## src/rtl/qp_pkg.sv

```systemverilog
package qp_pkg;
   typedef enum logic {
      RD_PIN   = 1'b0,
      RD_LATCH = 1'b1
   } rd_kind_e;
endpackage

```

## src/rtl/qp_sync.sv

```systemverilog
module qp_sync #(
   parameter int W      = 8,
   parameter int STAGES = 2
) (
   input  logic         clk,
   input  logic         rst_n,
   input  logic [W-1:0] d,
   output logic [W-1:0] q
);
   if (STAGES < 2) begin : g_bad_stages
      $error("qp_sync: STAGES must be at least 2");
   end

   logic [W-1:0] stage_q [STAGES];

   for (genvar s = 0; s < STAGES; s++) begin : g_stage
      always_ff @(posedge clk or negedge rst_n) begin
         if (!rst_n) stage_q[s] <= '1;
         else if (s == 0) stage_q[s] <= d;
         else stage_q[s] <= stage_q[(s == 0) ? 0 : s-1];
      end
   end

   assign q = stage_q[STAGES-1];
endmodule

```

## src/rtl/qp_port.sv

```systemverilog
module qp_port #(
   parameter int              W           = 8,
   parameter int              ADDR_W      = 8,
   parameter logic [ADDR_W-1:0] DATA_ADDR = '0,
   parameter logic [ADDR_W-1:0] PU_ADDR   = '0,
   parameter int              SYNC_STAGES = 2,
   localparam int             IDX_W       = $clog2(W)
) (
   input  logic              clk,
   input  logic              rst_n,
   input  logic [ADDR_W-1:0] addr,
   input  logic              wr,
   input  logic [W-1:0]      wdata,
   input  logic              bit_wr,
   input  logic [IDX_W-1:0]  bit_idx,
   input  logic              bit_val,
   input  logic [W-1:0]      pad_in,
   output logic              sel_data,
   output logic              sel_pu,
   output logic [W-1:0]      latch_q,
   output logic [W-1:0]      pu_q,
   output logic [W-1:0]      pin_q,
   output logic [W-1:0]      drive_low,
   output logic [W-1:0]      pullup_en
);
   if (W < 2) begin : g_bad_width
      $error("qp_port: W must be at least 2");
   end

   logic [W-1:0] bit_mask;

   assign sel_data = (addr == DATA_ADDR);
   assign sel_pu   = (addr == PU_ADDR);

   always_comb begin
      bit_mask = '0;
      if (int'(bit_idx) < W) bit_mask[bit_idx] = 1'b1;
   end

   always_ff @(posedge clk or negedge rst_n) begin
      if (!rst_n) begin
         latch_q <= '1;
      end else if (wr && sel_data) begin
         latch_q <= wdata;
      end else if (bit_wr && sel_data) begin
         latch_q <= bit_val ? (latch_q | bit_mask) : (latch_q & ~bit_mask);
      end
   end

   always_ff @(posedge clk or negedge rst_n) begin
      if (!rst_n) pu_q <= '0;
      else if (wr && sel_pu) pu_q <= wdata;
   end

   assign drive_low = ~latch_q;
   assign pullup_en = ~pu_q;

   qp_sync #(.W(W), .STAGES(SYNC_STAGES)) u_sync (
      .clk   (clk),
      .rst_n (rst_n),
      .d     (pad_in),
      .q     (pin_q)
   );

   // byte write lands on the pad drive
   p_bytewr_drive_r2: assert property (@(posedge clk) disable iff (!rst_n)
      (wr && sel_data) |=> (drive_low == ~$past(wdata)));

   // pull-up register write lands on the pull-up enable
   p_puwr_enable_r3: assert property (@(posedge clk) disable iff (!rst_n)
      (wr && sel_pu) |=> (pullup_en == ~$past(wdata)));

   // bit write keeps the other bits
   p_bitwr_others_r4: assert property (@(posedge clk) disable iff (!rst_n)
      (bit_wr && !wr && sel_data) |=>
         (((latch_q ^ $past(latch_q)) & ~$past(bit_mask)) == '0));

   // bit write sets the indexed bit to the given value
   p_bitwr_value_r4: assert property (@(posedge clk) disable iff (!rst_n)
      (bit_wr && !wr && sel_data) |=>
         ((latch_q & $past(bit_mask)) == ($past(bit_val) ? $past(bit_mask) : '0)));

   // pull-up register ignores bit writes
   p_pu_no_bitwr_r5: assert property (@(posedge clk) disable iff (!rst_n)
      (bit_wr && !wr && sel_pu) |=> $stable(pullup_en));
endmodule

```

## src/rtl/quasi_port_bank.sv

```systemverilog
module quasi_port_bank #(
   parameter int NUM_PORTS   = 3,
   parameter int PORT_W      = 8,
   parameter int ADDR_W      = 8,
   parameter int DATA_BASE   = 'h80,
   parameter int DATA_STRIDE = 'h10,
   parameter int PU_BASE     = 'hB2,
   parameter int SYNC_STAGES = 2,
   localparam int IDX_W      = $clog2(PORT_W),
   localparam int PINS       = NUM_PORTS * PORT_W
) (
   input  logic              clk,
   input  logic              rst_n,
   input  logic [ADDR_W-1:0] sfr_addr,
   input  logic              sfr_wr,
   input  logic [PORT_W-1:0] sfr_wdata,
   input  logic              sfr_bit_wr,
   input  logic [IDX_W-1:0]  sfr_bit_idx,
   input  logic              sfr_bit_val,
   input  logic              sfr_rd,
   input  logic              read_kind,
   output logic [PORT_W-1:0] sfr_rdata,
   input  logic [PINS-1:0]   pad_in,
   output logic [PINS-1:0]   pad_drive_low,
   output logic [PINS-1:0]   pad_pullup_en
);
   import qp_pkg::*;

   if (DATA_BASE + (NUM_PORTS-1)*DATA_STRIDE >= (1 << ADDR_W)) begin : g_bad_data_map
      $error("quasi_port_bank: data addresses exceed the address width");
   end
   if (PU_BASE + NUM_PORTS - 1 >= (1 << ADDR_W)) begin : g_bad_pu_map
      $error("quasi_port_bank: pull-up addresses exceed the address width");
   end
   if (NUM_PORTS < 1) begin : g_bad_ports
      $error("quasi_port_bank: NUM_PORTS must be at least 1");
   end

   logic [PORT_W-1:0] lat_a [NUM_PORTS];
   logic [PORT_W-1:0] pu_a  [NUM_PORTS];
   logic [PORT_W-1:0] pin_a [NUM_PORTS];
   logic [NUM_PORTS-1:0] sel_d, sel_p;

   for (genvar k = 0; k < NUM_PORTS; k++) begin : g_port
      localparam logic [ADDR_W-1:0] A_DATA = ADDR_W'(DATA_BASE + k*DATA_STRIDE);
      localparam logic [ADDR_W-1:0] A_PU   = ADDR_W'(PU_BASE + k);

      qp_port #(
         .W           (PORT_W),
         .ADDR_W      (ADDR_W),
         .DATA_ADDR   (A_DATA),
         .PU_ADDR     (A_PU),
         .SYNC_STAGES (SYNC_STAGES)
      ) u_port (
         .clk       (clk),
         .rst_n     (rst_n),
         .addr      (sfr_addr),
         .wr        (sfr_wr),
         .wdata     (sfr_wdata),
         .bit_wr    (sfr_bit_wr),
         .bit_idx   (sfr_bit_idx),
         .bit_val   (sfr_bit_val),
         .pad_in    (pad_in[k*PORT_W +: PORT_W]),
         .sel_data  (sel_d[k]),
         .sel_pu    (sel_p[k]),
         .latch_q   (lat_a[k]),
         .pu_q      (pu_a[k]),
         .pin_q     (pin_a[k]),
         .drive_low (pad_drive_low[k*PORT_W +: PORT_W]),
         .pullup_en (pad_pullup_en[k*PORT_W +: PORT_W])
      );

      // latch read returns the value driving the pads
      p_latch_read_r6: assert property (@(posedge clk) disable iff (!rst_n)
         (sfr_rd && read_kind == RD_LATCH && sfr_addr == A_DATA) |=>
            (sfr_rdata == ~$past(pad_drive_low[k*PORT_W +: PORT_W])));

      // pull-up read ignores read_kind
      p_pu_read_r8: assert property (@(posedge clk) disable iff (!rst_n)
         (sfr_rd && sfr_addr == A_PU) |=>
            (sfr_rdata == ~$past(pad_pullup_en[k*PORT_W +: PORT_W])));
   end

   logic [PORT_W-1:0] rd_val;
   logic              any_hit;

   always_comb begin
      rd_val  = '0;
      any_hit = 1'b0;
      for (int k = 0; k < NUM_PORTS; k++) begin
         if (sel_d[k]) begin
            any_hit = 1'b1;
            rd_val  = (read_kind == RD_LATCH) ? lat_a[k] : pin_a[k];
         end else if (sel_p[k]) begin
            any_hit = 1'b1;
            rd_val  = pu_a[k];
         end
      end
   end

   always_ff @(posedge clk or negedge rst_n) begin
      if (!rst_n) sfr_rdata <= '0;
      else if (sfr_rd) sfr_rdata <= rd_val;
   end

   // unmapped read returns zero
   p_unmapped_zero_r8: assert property (@(posedge clk) disable iff (!rst_n)
      (sfr_rd && !any_hit) |=> (sfr_rdata == '0));

   // no decode hit means no pad output change
   p_unmapped_quiet_r5: assert property (@(posedge clk) disable iff (!rst_n)
      ((sfr_wr || sfr_bit_wr) && !any_hit) |=>
         ($stable(pad_drive_low) && $stable(pad_pullup_en)));
endmodule

```

## config.mk

```make
export PLATFORM = sky130hd
export DESIGN_NAME = quasi_port_bank
export DESIGN_NICKNAME = d
export VERILOG_FILES = /design/src/rtl/qp_pkg.sv /design/src/rtl/qp_sync.sv /design/src/rtl/qp_port.sv /design/src/rtl/quasi_port_bank.sv
export SDC_FILE = /design/constraint.sdc
export NUM_CORES = 1
export LEC_CHECK = 0
export ABC_AREA = 1
export BUFFER_PORTS_ARGS = -buffer_cell sky130_fd_sc_hd__buf_4
export CORE_UTILIZATION = 59
export CTS_CLUSTER_DIAMETER = 100
export CTS_CLUSTER_SIZE = 8
export DETAILED_ROUTE_END_ITERATION = 10
export HOLD_SLACK_MARGIN = 0.08
export MAX_ROUTING_LAYER = met4
export PLACE_DENSITY = 0.85
export SYNTH_ARGS = -nofsm -noshare
export SYNTH_HDL_FRONTEND = slang
export SYNTH_SLANG_ARGS = --single-unit
```

## constraint.sdc

```tcl
create_clock -name clk -period 1.6 [get_ports clk]
set_input_delay 0.4 -clock clk [delete_from_list [all_inputs] [get_ports clk]]
set_output_delay 0.4 -clock clk [all_outputs]
set_load 0.05 [all_outputs]
```

# Yosys cells after proc, flatten, opt, wreduce, memory -nomap -nowiden

Cells that the tools add are included.

Word-level logic and storage cells: 67
Bits of input ports: 50
Flip-flop bits (word level): 104
Output and inout port bits: 56

Equal/unequal tests: 6
Mux-type cells: 20
Reductions and logical operators: 13
Bitwise gates (word level): 13
$lt $le $gt $ge: 2

Operators by type and width:

| kind                                                                  | count |
|---|---|
| 8-bit 2-to-1 mux                                                      | 18 |
| 8-bit inverter                                                        | 7 |
| 8-bit == test, second input constant                                  | 6 |
| 8-bit AND                                                             | 3 |
| 8-bit OR                                                              | 3 |
| 1-bit logical AND                                                     | 10 |
| 2-bit nonzero test                                                    | 3 |
| 3-bit by 4-bit < comparator with 1-bit output, second input constant  | 1 |
| 1-bit demux with 3-bit select                                         | 1 |
| 3-bit by 1-bit >= comparator with 1-bit output, second input constant | 1 |
| 1-bit 2-to-1 mux                                                      | 1 |

# Longest topological paths before layout

Depth after elaboration: 9
Gate-level depth with buffers: 11

# Hierarchy

Synthesis repeated with hierarchy kept, for this count alone.

Cell total of the unflattened synthesis: 836
Area, all modules: 6189.7 µm²

By module, submodules not included:

| module                      | sequential area each (µm²) | cells each | area each (µm²) | times used |
|---|---|---|---|---|
| qp_sync                     | 420.4                      | 24         | 480.5           | 3 |
| qp_port at g_port[1].u_port | 410.4                      | 183        | 1234.9          | 1 |
| qp_port at g_port[2].u_port | 410.4                      | 179        | 1207.4          | 1 |
| quasi_port_bank             | 200.2                      | 235        | 1169.9          | 1 |
| qp_port at g_port[0].u_port | 410.4                      | 167        | 1136.1          | 1 |

# Worst setup path before layout

Ideal clock, no wire load.

Kind: in2reg
Start: input port sfr_addr[6]
End: register (tool-made name)
Setup slack: 0.189 ns
Path buffers: 1
Cell stages on the path: 9
Required time: 1.523 ns
Arrival time: 1.334 ns
Setup time: 0.077 ns
Path through: inv_1 -> nand2_2 -> nor2_4 -> nand2_4 -> nor2_8 -> buf_6 -> nor2_1 -> o21ai_1 -> nand2_1

RTL lines:

| item            | RTL line              | RTL |
|---|---|---|
| start, declared | quasi_port_bank.sv:14 | `input logic [ADDR_W-1:0] sfr_addr,` |

==> metrics list <==
- The flow ran to the end, and the final reports show no timing, DRC or antenna violations.
- Clock tree synthesis selected as its root buffer the cell sky130_fd_sc_hd__clkbuf_8.
- For the worst setup path, the data required time is 1.20 ns.
* Count of state elements after synthesis: 104
- Global routing consumed, on the met1 layer, 43.9% of the routing resources.
- For the worst setup path, the data arrival time is 1.18 ns.
- Compared with the post-synthesis result, the final layout area differs by 24.3%.
- Most used DFF post-synth: sky130_fd_sc_hd__dfstp_2
* Net count after synthesis: 701
- Number of antenna diodes: 0
* Combinational power share: 14.8%
- Clock latency on the worst-skew pair, taken at its later pin, is 0.38 ns.
* Switching power summed over all nets: 1550 uW
- Post-route clock period utilization: 98.8%
- Final Instance Count excl. Fillers: 885
- In this run the power density over the cells is 809 mW/mm2.
* Die boundary height: 95.5 um
- In this run, distinct cell masters in the synthesized netlist total 26.
- RSZ-0062 raised after global routing: false
* Post-layout min period: 1.58 ns
* Clock tree from TritonCTS: yes
- Minimum setup slack in the final design: 0.0192 ns
- The number of hold violations in the final report was 0.
* Simple logic cell fraction of the synthesized area: 28.9%
- Wire length per cell after detailed routing: 15.6 um
* Relative slew slack: 73.3%
* Launch instance of the worst register-to-register path: g_port[0].u_port.u_sync.q[1]$_DFF_PN1_
- Detailed placer's ending HPWL: 10,700 um
* Global-route wire length before repair: 21,700 um
- Detailed routing inserted a total of 4,634 vias.
* Xor and xnor fraction of the mapped netlist area: 0%
* Post-synthesis instance area: 0.00516 mm2
* Worst Reg2Reg Path Length in Cells: 8
- CTS built an H-tree with a depth of 3.
* Die X: 95.5 um
- Vias per cell: 5.24
- Avg Inst Size Synth: 7.92 um2
- The setup check on the worst reg-to-reg path leaves a slack of 0.20 ns.
- Most common cell after layout, fill and taps aside: sky130_fd_sc_hd__nand2_1
* Critical setup path kind: flip-flop to output pin
- Maximum vdd ir drop: 0.000757 V
* DRC violation total after the first TritonRoute iteration: 329
- Core area: 0.00834 mm2
- Congestion Overflow GR: 0
* DRC Markers: 0
- Detailed Routing Iterations Pass 1: 5
- Global Route met2 Usage: 53.2%
- After technology mapping, the gate count stands at 651.
- The analysis attributes to cell leakage a power of 0.00337 uW.
- Final layout net count: 825
- Clock transition at the registers of the reported paths: 0.11 ns
- Buffers inserted by post-CTS timing repair: 0
- The worst hold path begins at pad_in[12].
- Sw Share: 29.8%
* Hold WC Path Type: primary input to flip-flop
- Sequential cells burn 54.7% of the power.
* Finish-stage setup viols: 0
- The number of clock buffers added by TritonCTS is 9.
* Share of total power in the clock network: 30.5%
* Upper clock frequency limit: 0.633 GHz
* Overall Global Routing Usage: 33.3%
* Pin count of the biggest net entering global routing: 28
- Walking the worst path, the cells encountered are inv_1, buf_4.
- Count of warnings emitted by yosys: 0
- The synthesized design contains 0 enable-type register cells.
* Most frequent cells in the layout: sky130_fd_sc_hd__nand2_1 (193), sky130_fd_sc_hd__buf_4 (120), sky130_fd_sc_hd__inv_1 (104)
- Buffer levels on the longest clock path: 2
* Worst hold path stage count: 1
- CTS saw 104 sinks.
- Mux share of post-synthesis cell area: 0%
* Critical Path End Type: output pin
- The routed design has 13,800 um of wire.
- After synthesis, the share of flip-flops with an asynchronous set or reset is 100%.
- Element type at the critical path start: flip-flop
* Total count of max-transition violations in the final report: 0
* Starting utilization of the core area: 61.9%
- Sequential share of the synthesized area: 52.2%
- Number of port buffers: 105
* Number of antenna violations at the first check in global routing: 0
- Critical-path maximum fanout: 2
- Number of nets with antenna violations after routing: 0
* Worst slack after detailed placement: -0.0342 ns
- The synthesized netlist devotes 8.08% of its cell area to compound gates.
* Summed negative setup slack over all endpoints: 0 ns
- Count of placed standard cells including taps: 868
* CP max-delay cell: sky130_fd_sc_hd__dfstp_2
* Internal portion of total power: 3640 uW
* Row count: 33
- For met3 alone, demand over resource in global routing was 3.75%.
- Dominant combinational cell family by area after synthesis: simple AND/OR/NAND/NOR gates
* Share of synthesized cell area in full adder, half adder and majority cells: 0%
- The layer flagged by global routing as most heavily used is met2.
* Vias in the first global route: 4,405
* Fraction of final layout cells sized beyond drive strength 1: 32.6%
- Setup Skew: 0.0157 ns
- Max-cap violations in this run came to 0.
- For this run, the slowest stage of the critical path takes 0.55 ns.
- Number of top-level design ports: 106
- The endpoint identified for the worst register-to-register timing path is sfr_rdata[1]$_DFFE_PN0P_.
- For hold timing, the worst endpoint is g_port[1].u_port.u_sync.stage_q[12]$_DFF_PN1_.
- Worst hold slack: 0.110 ns
- Slew @ Worst Pin: 0.396 ns
- Global placement routability congestion: 0.920
* Area enclosed by the die boundary: 0.00912 mm2
==> per-layer routing <==
layer,up-vias,part of all wire [%]
met1,2156,42
met2,211,48
met5,-,0
met3,34,7.4
met4,0,3.2
li1,2233,-
==> cell type report <==
class | instances | area (um2)
flip-flops and latches | 104 | 2690
inverters | 115 | 437
well taps | 105 | 131
repair buffers | 130 | 1060
clock inverters | 7 | 66.3
fillers | 619 | 1930
multi-input cells | 415 | 1910
clock buffers | 9 | 124
==> cell usage after synthesis (5+ instances only) <==
library cell / instances / area [um2]
sky130_fd_sc_hd__nand3_1: 57 / 285
sky130_fd_sc_hd__o21ai_1: 24 / 120
sky130_fd_sc_hd__nand2_2: 7 / 43.8
sky130_fd_sc_hd__clkbuf_1: 5 / 18.8
sky130_fd_sc_hd__dfrtp_1: 32 / 801
sky130_fd_sc_hd__nor2_4: 5 / 56.3
sky130_fd_sc_hd__inv_2: 8 / 30.0
sky130_fd_sc_hd__nor2_1: 57 / 214
sky130_fd_sc_hd__dfstp_2: 72 / 1890
sky130_fd_sc_hd__inv_1: 104 / 390
sky130_fd_sc_hd__o21ai_0: 44 / 220
sky130_fd_sc_hd__nand2_4: 5 / 56.3
sky130_fd_sc_hd__a21oi_1: 12 / 60.1
sky130_fd_sc_hd__buf_6: 6 / 67.6
sky130_fd_sc_hd__nand2_1: 193 / 724
==> repair_timing <==
| item | CTS | global route |
|---|---|---|
| hold endpoints to repair | 8 | 0 |
| gates resized for setup | 0 | 4 |
| endpoints found under the setup margin | 0 | 4 |
| hold buffers | 1 | 0 |
==> worst max path at each step <==
stage | startpoint | to | slack [ns] | cells after the start
finish | flip-flop | pad_drive_low[19] | 0.02 | 2
global route | flip-flop | pad_drive_low[20] | 0.0002 | 2
CTS | flip-flop | pad_drive_low[15] | 0.02 | 2
detailed placement | sfr_addr[6] | flip-flop | -0.03 | 10
global placement | sfr_addr[6] | flip-flop | 0.03 | 10
floorplan | sfr_addr[6] | flip-flop | 0.19 | 9
==> stage by stage <==
step | utilization (%) | total power [uW] | area (um2)
after floorplan | - | 3270 | 5160
after global routing | 76.9 | 5370 | 6410
final | 76.9 | 5190 | 6410
after detailed placement | 74.3 | 3640 | 6200
after global placement | 74.3 | 3620 | 6200
after CTS | 76.7 | 5210 | 6400
==> power groups by stage <==
| stage | registers [uW] | clock network [uW] | logic (uW) |
|---|---|---|---|
| 2_1_floorplan | 2880 | 0 | 394 |
| 3_3_place_gp | 2870 | 0 | 746 |
| 3_5_place_dp | 2880 | 0 | 762 |
| 4_1_cts | 2840 | 1600 | 766 |
| 5_1_grt | 2850 | 1690 | 829 |
| 6_report | 2840 | 1580 | 768 |
==> cell families (layout without fill, tap and decap cells) <==
kind of cell    count (synthesis)  in the layout
compound gates                 82             82
flops                         104            104
simple gates                  333            333
buf+inv                       132            261
==> critical path, delay by kind of cell (launching register included) <==
family,cells,cell delay [ns]
buffers and inverters,2,0.26
DFF,1,0.55
No activity file was read; power rests on OpenSTA's default activity.
